`src/rtl/trans_cov_mon.sv`:
```
module trans_cov_mon #(
  parameter int CNT_W = 8,
  parameter int ILL_W = 8
) (
  input  logic             clk,
  input  logic             rst_n,
  input  logic [2:0]       state_i,
  input  logic             sample_i,
  input  logic             eot_i,
  input  logic [3:0]       rd_sel_i,
  output logic [8:0]       hit_map_o,
  output logic [CNT_W-1:0] rd_cnt_o,
  output logic             illegal_o,
  output logic [ILL_W-1:0] illegal_cnt_o,
  output logic [3:0]       covered_o,
  output logic             full_o,
  output logic [6:0]       pct_o,
  output logic             report_vld_o
);
  localparam int NBINS = 9;
  localparam logic [CNT_W-1:0] CNT_MAX = {CNT_W{1'b1}};
  localparam logic [ILL_W-1:0] ILL_MAX = {ILL_W{1'b1}};

  function automatic logic [4:0] lookup(input logic [2:0] p, input logic [2:0] c);
    case ({p, c})
      6'o01:   return {1'b1, 4'd0};
      6'o12:   return {1'b1, 4'd1};
      6'o23:   return {1'b1, 4'd2};
      6'o34:   return {1'b1, 4'd3};
      6'o31:   return {1'b1, 4'd4};
      6'o45:   return {1'b1, 4'd5};
      6'o46:   return {1'b1, 4'd6};
      6'o47:   return {1'b1, 4'd7};
      6'o73:   return {1'b1, 4'd8};
      default: return 5'd0;
    endcase
  endfunction

  logic [2:0]       prev_q;
  logic             prev_vld_q;
  logic [4:0]       hit;
  logic             moved, legal_ev, bad_ev;
  logic [CNT_W-1:0] cnt_q [NBINS];
  logic [9:0]       pct_prod;

  assign hit      = lookup(prev_q, state_i);
  assign moved    = sample_i && prev_vld_q && (state_i != prev_q);
  assign legal_ev = moved && hit[4];
  assign bad_ev   = moved && !hit[4];

  always_ff @(posedge clk or negedge rst_n)
    if (!rst_n) begin
      prev_q     <= '0;
      prev_vld_q <= 1'b0;
    end else if (sample_i) begin
      prev_q     <= state_i;
      prev_vld_q <= 1'b1;
    end

  for (genvar k = 0; k < NBINS; k++) begin : g_bin
    always_ff @(posedge clk or negedge rst_n)
      if (!rst_n) begin
        cnt_q[k]     <= '0;
        hit_map_o[k] <= 1'b0;
      end else if (legal_ev && hit[3:0] == 4'(k)) begin
        hit_map_o[k] <= 1'b1;
        if (cnt_q[k] != CNT_MAX) cnt_q[k] <= cnt_q[k] + 1'b1;
      end
  end

  always_ff @(posedge clk or negedge rst_n)
    if (!rst_n) begin
      illegal_o     <= 1'b0;
      illegal_cnt_o <= '0;
    end else begin
      illegal_o <= bad_ev;
      if (bad_ev && illegal_cnt_o != ILL_MAX) illegal_cnt_o <= illegal_cnt_o + 1'b1;
    end

  always_comb begin
    covered_o = '0;
    for (int i = 0; i < NBINS; i++) covered_o = covered_o + {3'd0, hit_map_o[i]};
  end

  assign full_o   = (covered_o == 4'(NBINS));
  assign rd_cnt_o = (rd_sel_i < 4'(NBINS)) ? cnt_q[rd_sel_i] : '0;
  assign pct_prod = {6'd0, covered_o} * 10'd100;

  always_ff @(posedge clk or negedge rst_n)
    if (!rst_n) begin
      pct_o        <= '0;
      report_vld_o <= 1'b0;
    end else if (eot_i) begin
      pct_o        <= 7'(pct_prod / 10'd9);
      report_vld_o <= 1'b1;
    end

  p_first_quiet_r2: assert property (@(posedge clk) disable iff (!rst_n)
    (sample_i && !prev_vld_q) |=> (!illegal_o && $stable(hit_map_o)));

  p_map_keeps_r3: assert property (@(posedge clk) disable iff (!rst_n)
    1'b1 |=> ((hit_map_o & $past(hit_map_o)) == $past(hit_map_o)));

  p_ill_sat_r4: assert property (@(posedge clk) disable iff (!rst_n)
    (illegal_cnt_o == ILL_MAX) |=> (illegal_cnt_o == ILL_MAX));

  p_same_quiet_r5: assert property (@(posedge clk) disable iff (!rst_n)
    (sample_i && prev_vld_q && state_i == prev_q) |=> (!illegal_o && $stable(hit_map_o)));

  p_pulse_counts_r6: assert property (@(posedge clk) disable iff (!rst_n)
    illegal_o |-> ((illegal_cnt_o == $past(illegal_cnt_o) + 1'b1) || (illegal_cnt_o == ILL_MAX)));

  p_idle_r7: assert property (@(posedge clk) disable iff (!rst_n)
    !sample_i |=> (!illegal_o && $stable(hit_map_o) && $stable(illegal_cnt_o) && $stable(prev_q)));
endmodule

```
`config.mk`:
```
export PLATFORM = sky130hd
export DESIGN_NAME = trans_cov_mon
export DESIGN_NICKNAME = d
export VERILOG_FILES = /design/src/rtl/trans_cov_mon.sv
export SDC_FILE = /design/constraint.sdc
export NUM_CORES = 1
export LEC_CHECK = 0
export BUFFER_PORTS_ARGS = -buffer_cell sky130_fd_sc_hd__buf_2
export CAP_MARGIN = 40
export CORE_ASPECT_RATIO = 0.7
export CORE_MARGIN = 10
export CORE_UTILIZATION = 25
export DETAILED_ROUTE_END_ITERATION = 10
export HOLD_SLACK_MARGIN = 0.15
export SLEW_MARGIN = 20
export SYNTH_ARGS = -nofsm -noshare
export SYNTH_HDL_FRONTEND = slang
export SYNTH_SLANG_ARGS = --single-unit
```
`constraint.sdc`:
```
create_clock -name clk -period 25.9 [get_ports clk]
set_clock_uncertainty 0.15 [all_clocks]
set_input_delay 3.885 -clock clk [delete_from_list [all_inputs] [get_ports clk]]
set_output_delay 3.885 -clock clk [all_outputs]
set_load 0.005 [all_outputs]
```
# Word-level counts from Yosys, hierarchy flattened
# Cells that the tools add are included.
# Widths: inputs -> output; s select.
# op_classes
order_cmp	2
bitwise_logic	1
shifts	0
addsub	18
reduce_logical	25
mul	1
mux	5
n_eq_ne	29
div_mod_pow	1
# ops
cell	n
$add 8x1->8 const B	10
$ne 8x8->1 const B	10
$pmux 5 s9	1
$bmux 8 s4	1
$eq 6x6->1 const B	4
$mux 8	3
$add 4x1->4	5
$eq 6x5->1 const B	3
$reduce_and 2->1	9
$eq 4x3->1 const B	4
$logic_and 1x1->1	14
$div 10x4->10 const B	1
$eq 4x2->1 const B	2
$eq 4x4->1 const B	2
$mul 4x5->8 const B	1
$eq 6x1->1 const B	1
$eq 6x4->1 const B	1
$ge 5x5->1 const B	1
$not 4->5	1
$add 3x1->4	1
$eq 4x1->1 const B	1
$logic_not 4->1	1
$lt 4x4->1 const B	1
$add 2x1->3	1
other kinds (3)	3
# word_totals
memories	0
elab_cells	106
latchBits	0
input_bits	11
rom_bits	0
ff_bits	102
mem_bits_rw	0

# Depth between registers and ports, before layout
# logic_depth
depth_word	10
ltp_mapped	32
ltp_nobuf	30

# Worst setup path before layout
# OpenSTA, ideal clock, no wires.
# synth_timing
kind	input to output
from	in rd_sel_i[0]
to	out rd_cnt_o[1]
arrival_ns	5.661
n_path_buf	3
setup_slack_ns	16.204
path_stages	6
cell_sequence	clkbuf_1 -> buf_1 -> clkbuf_1 -> nor4b_1 -> nand2_1 -> o21ai_0
# synth_via
elab_chain_len	5
# synth_rtl
element	line	text
start, declared	10	input logic [3:0] rd_sel_i,
$not 4->5 (implied by the code)	86	assign rd_cnt_o = (rd_sel_i < 4'(NBINS)) ? cnt_q[rd_sel_i] : '0;
$bmux 8 s4	86	
$mux 8 (implied by the code) (2 in a row)	86	
$mux 8 *	86	
end, declared	12	output logic [CNT_W-1:0] rd_cnt_o,
# Mark *: on every way between the ends. The rest lies on a longest branch, timed or not. The select of a mux whose other input is x is not followed.

# Final worst setup path
# layout_timing
from	reg hit_map_o[1]
to	reg pct_o[0]
# layout_via
elab_chain_len	10
# layout_rtl
element	line	text
start, declared	11	output logic [8:0] hit_map_o,
start signal, assigned by index	64	hit_map_o[k] <= 1'b0;
start signal, assigned by index	66	hit_map_o[k] <= 1'b1;
$add 1x1->2	82	for (int i = 0; i < NBINS; i++) covered_o = covered_o + {3'd0, hit_map_o[i]};
$add 2x1->3	82	
$add 3x1->4	82	
$add 4x1->4 (5 in a row)	82	
$mul 4x5->8	87	assign pct_prod = {6'd0, covered_o} * 10'd100;
$div 10x4->10	94	pct_o <= 7'(pct_prod / 10'd9);
end signal, assigned	94	
end, declared	17	output logic [6:0] pct_o,
# No other way between the ends.
# A chain may end at the register's enable or synchronous reset.

==> impl_metrics.json <==
{
  "synth_fa_ha_area_share_pct": 6.98,
  "critical_path.max_fanout": 14,
  "synth_compound_area_share_pct": 16.5,
  "critPathLaunchType": "register",
  "peakVddDrop_mv": 0.0369,
  "die_height_um": 161,
  "number_of_buffers_between_clock_root_and_the_deepest_sink": 2,
  "cts_inserted_buffers": 9,
  "synth_seq_cells": 102,
  "slowest_delay_ns": 0.80,
  "nNetsFinal": 812,
  "cts_tree": "yes",
  "hold_path_startpoint": "report_vld_o",
  "largest_net_degree_at_the_start_of_global_routing": 50,
  "cp.required_ns": 25.98,
  "synth.largest_area_cell": "sky130_fd_sc_hd__dfrtp_1",
  "initial_utilization_pct": 25.4,
  "grt_pass1_wl_um": 30000,
  "internal_power_w": 0.000290,
  "cts.repair_timing.setup_buffer_count": 0,
  "combPwrFrac_pct": 11.5,
  "floorplan.core_area_um2": 27900,
  "crit_path_frequent_cell": "sky130_fd_sc_hd__fa_1",
  "synth_area_in_simple_gates_pct": 19.3,
  "ys.warnings.count": 0,
  "route.antenna.remaining_nets": 0,
  "power_switching_w": 0.000106,
  "timing_startpoint_of_the_critical_path": "hit_map_o[1]",
  "powerDensity_nw_per_um2": 48.8,
  "post-synth-top-area-fraction_pct": 36.0,
  "achievable-frequency_ghz": 0.104,
  "worst_ep_arrival_time_ns": 9.72,
  "worst-setup-path-type": "register to register",
  "pin_count": 50,
  "first_global_vias": 5322,
  "synth_area_per_cell_um2": 9.83,
  "power.sequential.fraction_pct": 47.9,
  "final_cell_area_um2": 8120,
  "power.share.switching_pct": 26.7,
  "die_area_um2": 35600,
  "static-leakage-power_nw": 3.46,
  "dp.final_hpwl_um": 14300,
  "regArea_um2": 2550,
  "cts_num_sinks": 102,
  "routed-via-count": 5750,
  "detail_route.first_pass.iterations": 7,
  "report.power.total_w": 0.000396,
  "final_min_period_over_clock_period_pct": 37.2,
  "run_status": "finished, final reports clean",
  "hold_violations": 0,
  "synth_cell_types": 88,
  "crit_path_end_kind": "register",
  "clock_latency_ns": 0.35,
  "std_cell_rows": 51,
  "synth-main-ff-cell": "sky130_fd_sc_hd__dfrtp_1",
  "combinational_family_with_the_most_area_after_synthesis": "simple AND/OR/NAND/NOR gates",
  "detail_route.wirelength_um": 18500,
  "antenna_found_initial": 0,
  "io_buffers": 49,
  "synth_fp_nets": 769,
  "layout_min_cycle_time_ns": 9.64,
  "hold_ws_ns": 0.329,
  "yosys-mux-area-fraction_pct": 7.67,
  "dp_cells": 1123,
  "drt_wl_cell_um": 16.2,
  "unrepaired_setup_endpoints_after_global_routing": "false",
  "remaining_drc_errors": 0,
  "synthToLayoutAreaGrowth_pct": 14.4,
  "post_cts_resize_count": 0,
  "fin_cells": 1141,
  "antennaDiodeCount": 0,
  "detailedRoute.firstIterationViolations": 399,
  "clk_pin_slew_worst_paths_ns": 0.07,
  "worst_slew_pin_slew_ns": 0.824,
  "grt_overflow": 0,
  "power.clock.fraction_pct": 40.6,
  "count_of_flip_flops_with_a_built_in_enable_after_synthesis": 0,
  "die-width_um": 221,
  "grt_usage_pct": 10.3,
  "filler_cell_count": 2908,
  "syn-cell-area_um2": 7100,
  "cts_root_buf": "sky130_fd_sc_hd__clkbuf_16",
  "maxCapViolCount": 0,
  "multiInputGateArea_um2": 4330,
  "syn-instance-count": 722,
  "max_slew_margin_pct": 44.7,
  "final_number_of_max_transition_violations": 0,
  "ys_async_sr_fraction_pct": 100,
  "critPathSlowestCell": "sky130_fd_sc_hd__fa_1",
  "timing.rr.start": "hit_map_o[1]",
  "drive_gt1_share_pct": 17.5,
  "post_drt_via_cell_ratio": 5.04,
  "synth_sequential_area_ratio_pct": 36.0,
  "setup_viols_final": 0,
  "synth-xor-area-share_pct": 10.6,
  "cts.htree.levels": 3,
  "tns_ns": 0,
  "detailed_place.area_um2": 7750,
  "gp_routability_congestion": 0.907,
  "synth.area.top_cells": "sky130_fd_sc_hd__dfrtp_1 (36%), sky130_fd_sc_hd__xnor2_1 (7.2%), sky130_fd_sc_hd__ha_1 (5.3%)",
  "hold_class": "register to register",
  "hold_buffers": 0
}
==> cell usage in the layout (no fill, tap or decap), types with 4 or more instances in the layout <==
master | synthesis | final
sky130_fd_sc_hd__dfrtp_1 | 102 | 102
sky130_fd_sc_hd__nand2_1 | 74 | 74
sky130_fd_sc_hd__xnor2_1 | 58 | 58
sky130_fd_sc_hd__nor2_1 | 49 | 49
sky130_fd_sc_hd__buf_2 | 3 | 49
sky130_fd_sc_hd__inv_1 | 30 | 30
sky130_fd_sc_hd__ha_1 | 30 | 30
sky130_fd_sc_hd__nand3_1 | 29 | 29
sky130_fd_sc_hd__a21oi_1 | 26 | 26
sky130_fd_sc_hd__xor2_1 | 22 | 22
sky130_fd_sc_hd__nand4_1 | 22 | 22
sky130_fd_sc_hd__o21ai_0 | 21 | 21
sky130_fd_sc_hd__and3_1 | 20 | 20
sky130_fd_sc_hd__nor2b_1 | 14 | 14
sky130_fd_sc_hd__mux2_2 | 14 | 14
sky130_fd_sc_hd__mux4_2 | 13 | 13
sky130_fd_sc_hd__nor3_1 | 12 | 12
sky130_fd_sc_hd__nand2b_1 | 11 | 11
sky130_fd_sc_hd__a31oi_1 | 11 | 11
sky130_fd_sc_hd__clkbuf_16 | 0 | 9
sky130_fd_sc_hd__mux2i_1 | 8 | 8
sky130_fd_sc_hd__o211ai_1 | 7 | 7
sky130_fd_sc_hd__or3_1 | 7 | 7
sky130_fd_sc_hd__or2_2 | 6 | 6
sky130_fd_sc_hd__a211oi_1 | 6 | 6
sky130_fd_sc_hd__fa_1 | 6 | 6
sky130_fd_sc_hd__and2_1 | 5 | 5
sky130_fd_sc_hd__a22oi_1 | 4 | 4
sky130_fd_sc_hd__o2111ai_1 | 4 | 4
sky130_fd_sc_hd__o32a_1 | 4 | 4
sky130_fd_sc_hd__o211a_1 | 4 | 4
sky130_fd_sc_hd__and4_1 | 4 | 4
==> final timing paths <==
| kind | slack (ns) | end | cells after the start |
|---|---|---|---|
| min in group asynchronous | 3.36 | cnt_q[41] | 1 |
| hold / removal | 0.33 | report_vld_o | 1 |
| max in group asynchronous | 21.26 | pct_o[5] | 3 |
| hold reg to reg | 0.33 | report_vld_o | 1 |
| setup reg to reg | 16.26 | pct_o[0] | 28 |
| setup / recovery | 16.26 | pct_o[0] | 28 |
==> synth_stat cells, types with 16 or more instances <==
cell                       instances
sky130_fd_sc_hd__a21oi_1          26
sky130_fd_sc_hd__and3_1           20
sky130_fd_sc_hd__clkbuf_1         16
sky130_fd_sc_hd__dfrtp_1         102
sky130_fd_sc_hd__ha_1             30
sky130_fd_sc_hd__inv_1            30
sky130_fd_sc_hd__nand2_1          74
sky130_fd_sc_hd__nand3_1          29
sky130_fd_sc_hd__nand4_1          22
sky130_fd_sc_hd__nor2_1           49
sky130_fd_sc_hd__o21ai_0          21
sky130_fd_sc_hd__xnor2_1          58
sky130_fd_sc_hd__xor2_1           22
==> per-stage QoR <==
step | worst slack (ns) | util (%)
2_1_floorplan | 16.20 | -
5_1_grt | 15.69 | 29.1
4_1_cts | 16.27 | 29.1
3_5_place_dp | 16.28 | 27.8
3_3_place_gp | 16.20 | 27.7
6_report | 16.26 | 29.1
==> cell families after synthesis <==
group,count (synthesis)
compound gates,143
buf+inv,54
simple gates,268
flops,102
mux,36
fa+ha+maj,36
xor+xnor,83
==> layer usage <==
| layer | wire [um] | vias to the layer above | track usage, % |
|---|---|---|---|
| met4 | 156 | 0 | 2.05 |
| met1 | 9100 | 2779 | 15.2 |
| met5 | 0 | - | 0 |
| met2 | 7840 | 215 | 14.6 |
| met3 | 1360 | 23 | 2.45 |
| li1 | - | 2733 | - |
==> layout make-up <==
type,count,area share [%]
multi-input combinational,566,53.3
sequential,102,31.4
tap,371,5.72
timing repair buffer,54,3.70
clock buffer,9,2.77
clock inverter,7,1.59
inverter,32,1.48
==> power groups by stage <==
stage	clock network (W)	registers, W	logic, W
floorplan	0	0.000187	0.0000294
global placement	0	0.000192	0.0000447
detailed placement	0	0.000192	0.0000464
CTS	0.000166	0.000189	0.0000462
global route	0.000175	0.000192	0.0000518
finish	0.000161	0.000190	0.0000454
==> worst max-delay path: cells and delay by family, from the launching register on <==
kind | cells | cell delay (ns)
muxes | 1 | 0.39
adders and majority gates | 10 | 4.40
DFF | 1 | 0.39
and+or+nand+nor | 4 | 0.87
buffers and inverters | 3 | 0.41
AOI/OAI and AO/OA | 10 | 2.90
==> state kept, by name, summed over array words and instances, names as in the netlist <==
name / flops
hit_map_o: 9
prev_vld_q: 1
cnt_q: 72
pct_o: 7
report_vld_o: 1
illegal_cnt_o: 8
illegal_o: 1
prev_q: 3
(Power assumes the default switching activity.)
